$ cat config.mk
export PLATFORM = sky130hd
export DESIGN_NAME = line_code_tx
export DESIGN_NICKNAME = d
export VERILOG_FILES = /design/src/rtl/line_code_pkg.sv /design/src/rtl/line_code_ctrl.sv /design/src/rtl/line_code_dp.sv /design/src/rtl/line_code_tx.sv
export SDC_FILE = /design/constraint.sdc
export NUM_CORES = 1
export LEC_CHECK = 0
export CORE_MARGIN = 3
export CORE_UTILIZATION = 54
export CTS_CLUSTER_SIZE = 16
export DETAILED_ROUTE_END_ITERATION = 7
export MAX_ROUTING_LAYER = met4
export PLACE_DENSITY = 0.86
export SYNTH_ARGS = -nofsm -noshare
export SYNTH_HDL_FRONTEND = slang
export SYNTH_SLANG_ARGS = --single-unit
$ cat constraint.sdc
create_clock -name clk -period 6.1 [get_ports clk]
set_input_delay 1.22 -clock clk [delete_from_list [all_inputs] [get_ports clk]]
set_output_delay 1.22 -clock clk [all_outputs]
set_load 0.03 [all_outputs]
$ cat src/rtl/line_code_pkg.sv
package line_code_pkg;

  localparam logic [2:0] CODE_NRZ        = 3'd0;
  localparam logic [2:0] CODE_NRZI_MARK  = 3'd1;
  localparam logic [2:0] CODE_NRZI_SPACE = 3'd2;
  localparam logic [2:0] CODE_FM0        = 3'd3;
  localparam logic [2:0] CODE_FM1        = 3'd4;
  localparam logic [2:0] CODE_MANCH      = 3'd5;
  localparam logic [2:0] CODE_DMANCH     = 3'd6;

  typedef enum logic [1:0] {
    CELL_IDLE = 2'd0,
    CELL_PRE  = 2'd1,
    CELL_DATA = 2'd2
  } cellKindE;

  // Strobes from the sequencer to the line datapath
  typedef struct packed {
    logic     cellStart;
    logic     cellMid;
    cellKindE kind;
    logic     dataBit;
    logic     preOdd;
  } strobeT;

endpackage

$ cat src/rtl/line_code_ctrl.sv
module line_code_ctrl
  import line_code_pkg::*;
#(
  parameter int LEN_W   = 7,
  parameter int PRE_MIN = 8,
  parameter int PRE_MAX = 64
) (
  input  logic             clk,
  input  logic             rstN,
  input  logic             halfEn,
  input  logic [LEN_W-1:0] preambleLen,
  input  logic             bitValid,
  input  logic             bitData,
  output logic             bitReady,
  output strobeT           stb
);

  localparam int CNT_W = $clog2(PRE_MAX + 1);

  typedef enum logic [1:0] {ST_IDLE, ST_PRE, ST_DATA} stateE;

  stateE            state, stateNext;
  logic             phase;
  logic [CNT_W-1:0] preCnt, preCntNext, preLast;
  cellKindE         curKind, kindNow;
  logic             preOddNow;
  logic             cellStart;

  assign cellStart = halfEn && !phase;

  // Clamp the requested length into the supported window
  always_comb begin
    if (preambleLen < LEN_W'(PRE_MIN))      preLast = CNT_W'(PRE_MIN - 1);
    else if (preambleLen > LEN_W'(PRE_MAX)) preLast = CNT_W'(PRE_MAX - 1);
    else                                    preLast = CNT_W'(preambleLen) - CNT_W'(1);
  end

  always_comb begin
    stateNext  = state;
    preCntNext = preCnt;
    kindNow    = curKind;
    preOddNow  = preCnt[0];
    bitReady   = 1'b0;
    if (cellStart) begin
      unique case (state)
        ST_IDLE: begin
          if (bitValid) begin
            kindNow    = CELL_PRE;
            preOddNow  = 1'b0;
            preCntNext = CNT_W'(1);
            stateNext  = ST_PRE;
          end else begin
            kindNow = CELL_IDLE;
          end
        end
        ST_PRE: begin
          kindNow = CELL_PRE;
          if (preCnt == preLast) stateNext = ST_DATA;
          else                   preCntNext = preCnt + CNT_W'(1);
        end
        ST_DATA: begin
          bitReady = 1'b1;
          if (bitValid) begin
            kindNow = CELL_DATA;
          end else begin
            kindNow   = CELL_IDLE;
            stateNext = ST_IDLE;
          end
        end
        default: begin
          kindNow   = CELL_IDLE;
          stateNext = ST_IDLE;
        end
      endcase
    end
  end

  always_ff @(posedge clk or negedge rstN) begin
    if (!rstN) begin
      state   <= ST_IDLE;
      phase   <= 1'b0;
      preCnt  <= '0;
      curKind <= CELL_IDLE;
    end else if (halfEn) begin
      phase <= !phase;
      if (cellStart) begin
        state   <= stateNext;
        preCnt  <= preCntNext;
        curKind <= kindNow;
      end
    end
  end

  assign stb.cellStart = cellStart;
  assign stb.cellMid   = halfEn && phase;
  assign stb.kind      = kindNow;
  assign stb.dataBit   = bitData;
  assign stb.preOdd    = preOddNow;

endmodule

$ cat src/rtl/line_code_dp.sv
module line_code_dp
  import line_code_pkg::*;
(
  input  logic       clk,
  input  logic       rstN,
  input  strobeT     stb,
  input  logic [2:0] codeSel,
  input  logic       invertEn,
  input  logic       idleForceHigh,
  output logic       txd
);

  logic rawQ, holdQ, txdQ;
  logic preBit, cellBit, firstHalf, secondHalf;

  always_comb begin
    unique case (codeSel)
      CODE_NRZI_MARK, CODE_FM1: preBit = 1'b0;
      CODE_MANCH:               preBit = !stb.preOdd;
      default:                  preBit = 1'b1;
    endcase
    unique case (stb.kind)
      CELL_DATA: cellBit = stb.dataBit;
      CELL_PRE:  cellBit = preBit;
      default:   cellBit = 1'b1;
    endcase
  end

  // rawQ is the level left by the previous cell when a new cell opens
  always_comb begin
    unique case (codeSel)
      CODE_NRZI_MARK: begin
        firstHalf  = cellBit ? !rawQ : rawQ;
        secondHalf = firstHalf;
      end
      CODE_NRZI_SPACE: begin
        firstHalf  = cellBit ? rawQ : !rawQ;
        secondHalf = firstHalf;
      end
      CODE_FM0: begin
        firstHalf  = !rawQ;
        secondHalf = cellBit ? firstHalf : !firstHalf;
      end
      CODE_FM1: begin
        firstHalf  = !rawQ;
        secondHalf = cellBit ? !firstHalf : firstHalf;
      end
      CODE_MANCH: begin
        firstHalf  = cellBit;
        secondHalf = !cellBit;
      end
      CODE_DMANCH: begin
        firstHalf  = cellBit ? rawQ : !rawQ;
        secondHalf = !firstHalf;
      end
      default: begin
        firstHalf  = cellBit;
        secondHalf = cellBit;
      end
    endcase
    if (stb.kind == CELL_IDLE && idleForceHigh) begin
      firstHalf  = 1'b1;
      secondHalf = 1'b1;
    end
  end

  always_ff @(posedge clk or negedge rstN) begin
    if (!rstN) begin
      rawQ  <= 1'b1;
      holdQ <= 1'b1;
      txdQ  <= 1'b1;
    end else if (stb.cellStart) begin
      rawQ  <= firstHalf;
      holdQ <= secondHalf;
      txdQ  <= firstHalf ^ invertEn;
    end else if (stb.cellMid) begin
      rawQ  <= holdQ;
      txdQ  <= holdQ ^ invertEn;
    end
  end

  assign txd = txdQ;

endmodule

$ cat src/rtl/line_code_tx.sv
module line_code_tx
  import line_code_pkg::*;
#(
  parameter int LEN_W   = 7,
  parameter int PRE_MIN = 8,
  parameter int PRE_MAX = 64
) (
  input  logic             clk,
  input  logic             rstN,
  input  logic             halfEn,
  input  logic [2:0]       codeSel,
  input  logic             invertEn,
  input  logic             idleForceHigh,
  input  logic [LEN_W-1:0] preambleLen,
  input  logic             bitValid,
  input  logic             bitData,
  output logic             bitReady,
  output logic             txd
);

  strobeT stb;

  line_code_ctrl #(
    .LEN_W  (LEN_W),
    .PRE_MIN(PRE_MIN),
    .PRE_MAX(PRE_MAX)
  ) u_ctrl (
    .clk        (clk),
    .rstN       (rstN),
    .halfEn     (halfEn),
    .preambleLen(preambleLen),
    .bitValid   (bitValid),
    .bitData    (bitData),
    .bitReady   (bitReady),
    .stb        (stb)
  );

  line_code_dp u_dp (
    .clk          (clk),
    .rstN         (rstN),
    .stb          (stb),
    .codeSel      (codeSel),
    .invertEn     (invertEn),
    .idleForceHigh(idleForceHigh),
    .txd          (txd)
  );

endmodule

# Word level (Yosys, flattened, before mapping)
# Cells that the tools add are included.
# W data, S select, Z words.
# classes
add_sub_neg	2
order_cmp	2
eq_ne	15
mux	30
bitwise_logic	2
reduce_logical	20
# op_table
op	count
$mux W7	4
$mux W1	14
$pmux W7 S2	1
$pmux W2 S3	2
$mux W2	5
$reduce_and A5 Y1	2
$reduce_or A2 Y1	5
$eq A3 B3 Y1 const B	3
$add A7 B1 Y7 const B	1
$eq A7 B7 Y1	1
$gt A7 B7 Y1 const B	1
$lt A7 B4 Y1 const B	1
$sub A7 B1 Y7 const B	1
$eq A3 B2 Y1 const B	2
$ne A2 B2 Y1 const B	3
$logic_not A1 Y1	5
$eq A2 B1 Y1 const B	2
$eq A2 B2 Y1 const B	2
$logic_not A2 Y1	2
$pmux W1 S2	2
$pmux W1 S4	1
$reduce_bool A2 Y1	2
$eq A3 B1 Y1 const B	1
$logic_and A1 B1 Y1	3
other kinds (4)	5
# totals
ff_bits	15
input_bits	17
output_inout_bits	2

# Logic depth before layout (Yosys ltp)
# logic_depth
word_depth	11
ltp_mapped	12
depth_no_buf	11

# Modules after synthesis
# A second synthesis with hierarchy kept.
# hier_totals
cells_unflattened	193
hier_area_um2	1574.0
# by_module_without_submodules
mod	instances	cells_per_inst	area_each_um2	seq_area_each_um2
line_code_ctrl	1	140	1146.1	300.3
line_code_dp	1	53	427.9	78.8

# Least setup slack after synthesis
# Ideal clock, no wire load.
# synth_timing
path_type	in2reg
startpoint	input port preambleLen[0]
endpoint	register u_ctrl.preCnt[4]
t_arrival_ns	3.280
required_time_ns	5.979
slack_ns	2.698
path_stages	10
path_cell_list	inv_1 -> ha_1 -> or3b_4 -> o22a_4 -> or3_1 -> a221oi_2 -> nand4_1 -> buf_4 -> and3_1 -> o22a_1
# synth_via
elab_chain_len	6
elab_cells_between_ends	8
classes_between	add/sub: 1; order compare: 2; eq/ne: 2; mux: 2; reduce/logical: 1
# synth_rtl
item	line_no	rtl
start: declaration	line_code_tx.sv:14	input logic [LEN_W-1:0] preambleLen,
$sub A7 B1 Y7 / $gt A7 B7 Y1 (equally long branches)	line_code_ctrl.sv:35, line_code_ctrl.sv:34	
$mux W7	line_code_ctrl.sv:34	else if (preambleLen > LEN_W'(PRE_MAX)) preLast = CNT_W'(PRE_MAX - 1);
$mux W7 *	line_code_ctrl.sv:33	if (preambleLen < LEN_W'(PRE_MIN)) preLast = CNT_W'(PRE_MIN - 1);
$eq A7 B7 Y1 *	line_code_ctrl.sv:58	if (preCnt == preLast) stateNext = ST_DATA;
$ne A2 B2 Y1 (no line) *	n/a	
$reduce_and A5 Y1 (no line) *	n/a	
end signal: assignment	line_code_ctrl.sv:88	preCnt <= preCntNext;
end: declaration	line_code_ctrl.sv:24	logic [CNT_W-1:0] preCnt, preCntNext, preLast;
# Mark *: on every way between the ends. The rest lies on a longest branch, timed or not.
# A chain may end at the register's enable or synchronous reset.

# Worst setup path in the final report
# layout_timing
startpoint	input port halfEn
endpoint	register u_dp.txdQ (netlist: u_dp.txd)
# layout_via
elab_chain_len	10
elab_cells_between_ends	18
classes_between	eq/ne: 2; mux: 9; bitwise: 1; reduce/logical: 6
# layout_rtl
item	line_no	rtl
start: declaration	line_code_tx.sv:10	input logic halfEn,
$logic_and A1 B1 Y1	line_code_ctrl.sv:29	assign cellStart = halfEn && !phase;
$mux W1	line_code_ctrl.sv:44	if (cellStart) begin
$logic_not A1 Y1	line_code_dp.sv:19	CODE_MANCH: preBit = !stb.preOdd;
$pmux W1 S2	line_code_dp.sv:17	unique case (codeSel)
$pmux W1 S2	line_code_dp.sv:22	unique case (stb.kind)
$mux W1, on equally long branches	line_code_dp.sv:37, line_code_dp.sv:53, line_code_dp.sv:33	
$pmux W1 S3	line_code_dp.sv:31	unique case (codeSel)
$mux W1	line_code_dp.sv:61	if (stb.kind == CELL_IDLE && idleForceHigh) begin
$xor A1 B1 Y1	line_code_dp.sv:75	txdQ <= firstHalf ^ invertEn;
$mux W1	line_code_dp.sv:72	end else if (stb.cellStart) begin
end signal: assignment	line_code_dp.sv:75	
end signal: assignment	line_code_dp.sv:78	txdQ <= holdQ ^ invertEn;
end: declaration	line_code_dp.sv:13	logic rawQ, holdQ, txdQ;
# Several ways; a longest one is shown, not always the timed one.

==> results_tabular.tex <==
\begin{tabular}{lr}
\hline
Metric & Value \\
\hline
\multicolumn{2}{l}{\textbf{Logic synthesis}} \\
\quad Area fraction of the dominant cell type after synthesis & 21.45\% \\
\quad Combined area of all synthesized cells & 1400 um2 \\
\quad Synth Net Count & 191 \\
\quad Count of flip-flops with a built-in enable after synthesis & 0 \\
\quad Async S/R FF share, synth & 100.0\% \\
\quad Synth area leader & sky130\_fd\_sc\_hd\_\_dfrtp\_1 \\
\quad Warnings, synthesis & 0 \\
\quad Most used DFF post-synth & sky130\_fd\_sc\_hd\_\_dfrtp\_1 \\
\quad Top cells by area in the synthesized netlist & sky130\_fd\_sc\_hd\_\_dfrtp\_1 (21\%), sky130\_fd\_sc\_hd\_\_a21oi\_1 (5.7\%), sky130\_fd\_sc\_hd\_\_dfstp\_2 (5.6\%), sky130\_fd\_sc\_hd\_\_inv\_1 (4.6\%), sky130\_fd\_sc\_hd\_\_ha\_1 (4.5\%) \\
\quad Post-synthesis average cell area & 8.285 um2 \\
\quad Number of instances in the synthesized netlist & 169 \\
\quad Post-synthesis sequential area ratio & 27.08\% \\
\quad Number of distinct library cells after synthesis & 54 \\
\quad Total of flip-flops plus latches after synthesis & 15 \\
\multicolumn{2}{l}{\textbf{Placement}} \\
\quad Count of placed standard cells including taps & 210 \\
\quad Total placed instance area & 1578 um2 \\
\quad Detailed placement HPWL & 2560 um \\
\quad Port Buffer Count & 18 \\
\quad Final estimated routing congestion in global placement & 0.9243 \\
\multicolumn{2}{l}{\textbf{Routing}} \\
\quad Overall routed net length & 3354 um \\
\quad DR DRC count & 0 \\
\quad Number of vias per cell after detailed routing & 6.131 \\
\quad Drt wl/cell & 15.67 um \\
\quad Starting DRT DRC Count & 59 \\
\quad Number of vias in the routed layout & 1312 \\
\quad Pre-Repair DR Iteration Count & 4 \\
\quad Post-detailed-route count of antenna-violating nets & 0 \\
\multicolumn{2}{l}{\textbf{Timing}} \\
\quad Final number of max-transition violations & 0 \\
\quad Relative slew slack & 55.41\% \\
\quad Achievable Freq & 228.4 MHz \\
\quad Final setup vio count & 0 \\
\quad Minimum clock period after layout & 4.378 ns \\
\quad Slew at the pin with the worst max-slew slack & 0.6668 ns \\
\quad Total negative slack & 0 ns \\
\quad Worst hold-check slack & 0.4912 ns \\
\quad Period utilisation layout & 71.76\% \\
\quad RSZ-0062 raised after global routing & no \\
\quad Maximum clock skew at final layout & 0.003554 ns \\
\quad Number of failing hold endpoints at the final stage & 0 \\
\multicolumn{2}{l}{\textbf{Final layout}} \\
\quad Area growth syn-to-layout & 14.66\% \\
\quad Fin nets & 209 \\
\quad ANT cells & 0 \\
\quad Count of non-filler cells in the finished layout & 214 \\
\quad Post-route design area & 1605 um2 \\
\quad Share of layout cells above drive strength 1 & 10.22\% \\
\multicolumn{2}{l}{\textbf{Die}} \\
\quad Effective utilization at floorplan & 59.84\% \\
\quad Chip Width & 56.92 um \\
\quad I/O pin cnt & 19 \\
\quad Height of the chip & 56.92 um \\
\quad Area of the core & 2340 um2 \\
\quad Area of the die & 3240 um2 \\
\quad Row count & 17 \\
\multicolumn{2}{l}{\textbf{Min path}} \\
\quad Hold path startpoint & u\_ctrl.curKind[1] \\
\quad Class of the most critical hold timing path & reg -> reg \\
\multicolumn{2}{l}{\textbf{Worst setup path}} \\
\quad Category of the critical setup timing path & in -> reg \\
\quad CP endpoint kind & flip-flop \\
\quad Slowest library cell on the worst path & sky130\_fd\_sc\_hd\_\_clkdlybuf4s50\_1 \\
\quad Max stage delay on crit path & 0.61 ns \\
\quad Data required time at the worst endpoint & 6.33 ns \\
\quad Worst setup SP type & primary input \\
\quad Critical Path Start & halfEn \\
\quad Critical path data arrival time & 4.60 ns \\
\quad Maximum fanout count along the critical path & 11 \\
\quad Ordered list of cells on the worst path & clkdlybuf4s50\_1 > nand2b\_1 > nor3\_1 > a21oi\_1 > ha\_1 > nand2\_1 > nor2\_1 > mux2\_2 > a2111oi\_0 > mux2i\_1 > nor3b\_1 \\
\quad Reg-to-reg critical path startpoint & u\_ctrl.phase \\
\multicolumn{2}{l}{\textbf{CTS}} \\
\quad Clock Tree Buf Depth & 2 \\
\quad Resized cells post-CTS & 0 \\
\quad \# clock sinks & 15 \\
\quad Post-CTS setup buffer count & 0 \\
\quad Cell at the root of the clock tree & sky130\_fd\_sc\_hd\_\_clkbuf\_4 \\
\quad Clock buffer count from CTS & 3 \\
\quad Cts-stage hold buffer count & 0 \\
\quad Clock edge transition at the registers on the reported setup and hold paths & 0.09 ns \\
\quad Clock latency at the later pin of the worst-skew pair & 0.29 ns \\
\quad CTS tree & done \\
\quad Maximum level of the CTS H-tree & 1 \\
\multicolumn{2}{l}{\textbf{Pwr}} \\
\quad Pwr dens & 353.4 nW/um2 \\
\quad Internal Dissipation & 318.7 uW \\
\quad Sequential share of power & 35.5\% \\
\quad Leakage & 0.6946 nW \\
\quad Switching power & 248.6 uW \\
\quad Net switching share of the total power & 43.82\% \\
\quad Max IR drop VDD & 0.3162 mV \\
\quad Portion of total power attributed to combinational logic & 54.0\% \\
\quad Part of the total power dissipated in the clock network & 10.5\% \\
\multicolumn{2}{l}{\textbf{Global route}} \\
\quad First-pass GRT wire length & 5844 um \\
\quad Largest net degree at the start of global routing & 16 \\
\quad Number of global-route vias before repair & 1312 \\
\quad Total global routing overflow & 0 \\
\quad GRT Total Usage & 23.70\% \\
\quad Antenna violations before repair & 0 \\
\multicolumn{2}{l}{\textbf{Outcome}} \\
\quad Result of the run & complete, no violations \\
\multicolumn{2}{l}{\textbf{Run}} \\
\quad Count of maximum capacitance violations & 0 \\
\hline
\end{tabular}
[cells in the mapped netlist, types with 3 or more instances]
cell and count:
sky130_fd_sc_hd__inv_1 17, sky130_fd_sc_hd__a21oi_1 16, sky130_fd_sc_hd__dfrtp_1 12, sky130_fd_sc_hd__nand2_1 10
sky130_fd_sc_hd__nor2_1 9, sky130_fd_sc_hd__nor3_1 9, sky130_fd_sc_hd__nand3_1 7, sky130_fd_sc_hd__o21ai_0 6
sky130_fd_sc_hd__xnor2_1 6, sky130_fd_sc_hd__and2_1 5, sky130_fd_sc_hd__ha_1 5, sky130_fd_sc_hd__a21o_1 4
sky130_fd_sc_hd__and3_1 4, sky130_fd_sc_hd__mux2i_1 4, sky130_fd_sc_hd__dfstp_2 3, sky130_fd_sc_hd__nor3b_1 3
sky130_fd_sc_hd__o22ai_1 3, sky130_fd_sc_hd__or3_1 3
[metal layers]
metal / track usage [%] / up-vias / share of wire (%)
met5: - / - / 0
met2: 37.68 / 49 / 48
met3: 3.448 / 6 / 5.0
met1: 29.65 / 608 / 45
met4: 10.60 / 0 / 2.0
li1: - / 649 / -
[kinds of logic (layout without fill, tap and decap cells)]
family	count (synthesis)	count (layout)	synth area share (%)
and+or+nand+nor	66	66	26.72
AOI/OAI and AO/OA	47	47	23.68
buffers and inverters	22	39	7.239
DFF	15	15	27.08
xor gates and xnor gates	8	8	6.077
muxes	6	6	4.736
adders and majority gates	5	5	4.468
[power by group through the flow]
| stage | Sequential [mW] | Combinational (mW) | Clock, mW |
|---|---|---|---|
| final | 0.201 | 0.307 | 0.0593 |
| after global routing | 0.208 | 0.345 | 0.0666 |
| after CTS | 0.198 | 0.307 | 0.0608 |
| after detailed placement | 0.200 | 0.304 | 0 |
| after global placement | 0.196 | 0.287 | 0 |
| after floorplan | 0.187 | 0.239 | 0 |
[path summary, 6_finish.rpt]
check | endpoint | slack, ns | cells past startpoint
setup / recovery | u_dp.txd | 1.72 | 11
hold / removal | u_ctrl.curKind[1] | 0.49 | 2
setup reg to reg | u_dp.txd | 2.74 | 10
hold reg to reg | u_ctrl.curKind[1] | 0.49 | 2
max in group asynchronous | u_ctrl.preCnt[0] | 4.35 | 1
min in group asynchronous | u_ctrl.state[1] | 1.32 | 1
[area by class of cell]
class / instances / area, um2
multi-input combinational: 132 / 919.6
clock buffer: 3 / 22.52
timing repair buffer: 18 / 180.2
inverter: 17 / 63.81
clock inverter: 1 / 5.005
sequential: 15 / 379.1
fill: 200 / 734.5
tap: 28 / 35.03
[state kept, by name, indices dropped and copies added (netlist names)]
register	flops
u_ctrl.curKind	2
u_ctrl.phase	1
u_ctrl.preCnt	7
u_ctrl.state	2
u_dp.holdQ	1
u_dp.rawQ	1
u_dp.txd	1
[metrics by stage]
stage          worst slack [ns]  utilization (%)  total power, mW
3_3_place_gp              1.601            67.43           0.4826
5_1_grt                   1.452            68.61           0.6195
3_5_place_dp              1.482            67.43           0.5041
6_report                  1.722            68.61           0.5673
4_1_cts                   1.777            68.61           0.5658
2_1_floorplan             2.699                -           0.4263
[critical path, delay by kind of cell]
| family | cells | cell delay, ns |
|---|---|---|
| compound gates | 2 | 0.59 |
| fa+ha+maj | 1 | 0.36 |
| buf+inv | 1 | 0.61 |
| mux | 2 | 0.48 |
| simple gates | 5 | 1.34 |
[layout by cell type (no fill, tap or decap), types with 2 or more instances in the layout]
cell / Yosys / final
sky130_fd_sc_hd__clkdlybuf4s50_1: 0 / 18
sky130_fd_sc_hd__inv_1: 17 / 17
sky130_fd_sc_hd__a21oi_1: 16 / 16
sky130_fd_sc_hd__dfrtp_1: 12 / 12
sky130_fd_sc_hd__nand2_1: 10 / 10
sky130_fd_sc_hd__nor2_1: 9 / 9
sky130_fd_sc_hd__nor3_1: 9 / 9
sky130_fd_sc_hd__nand3_1: 7 / 7
sky130_fd_sc_hd__o21ai_0: 6 / 6
sky130_fd_sc_hd__xnor2_1: 6 / 6
sky130_fd_sc_hd__and2_1: 5 / 5
sky130_fd_sc_hd__ha_1: 5 / 5
sky130_fd_sc_hd__mux2i_1: 4 / 4
sky130_fd_sc_hd__a21o_1: 4 / 4
sky130_fd_sc_hd__and3_1: 4 / 4
sky130_fd_sc_hd__o22ai_1: 3 / 3
sky130_fd_sc_hd__or3_1: 3 / 3
sky130_fd_sc_hd__nor3b_1: 3 / 3
sky130_fd_sc_hd__clkbuf_4: 0 / 3
sky130_fd_sc_hd__dfstp_2: 3 / 3
sky130_fd_sc_hd__nand2b_1: 2 / 2
sky130_fd_sc_hd__nand4_1: 2 / 2
sky130_fd_sc_hd__o31ai_1: 2 / 2
sky130_fd_sc_hd__a211oi_1: 2 / 2
sky130_fd_sc_hd__nor2b_1: 2 / 2
(Power assumes the default switching activity.)
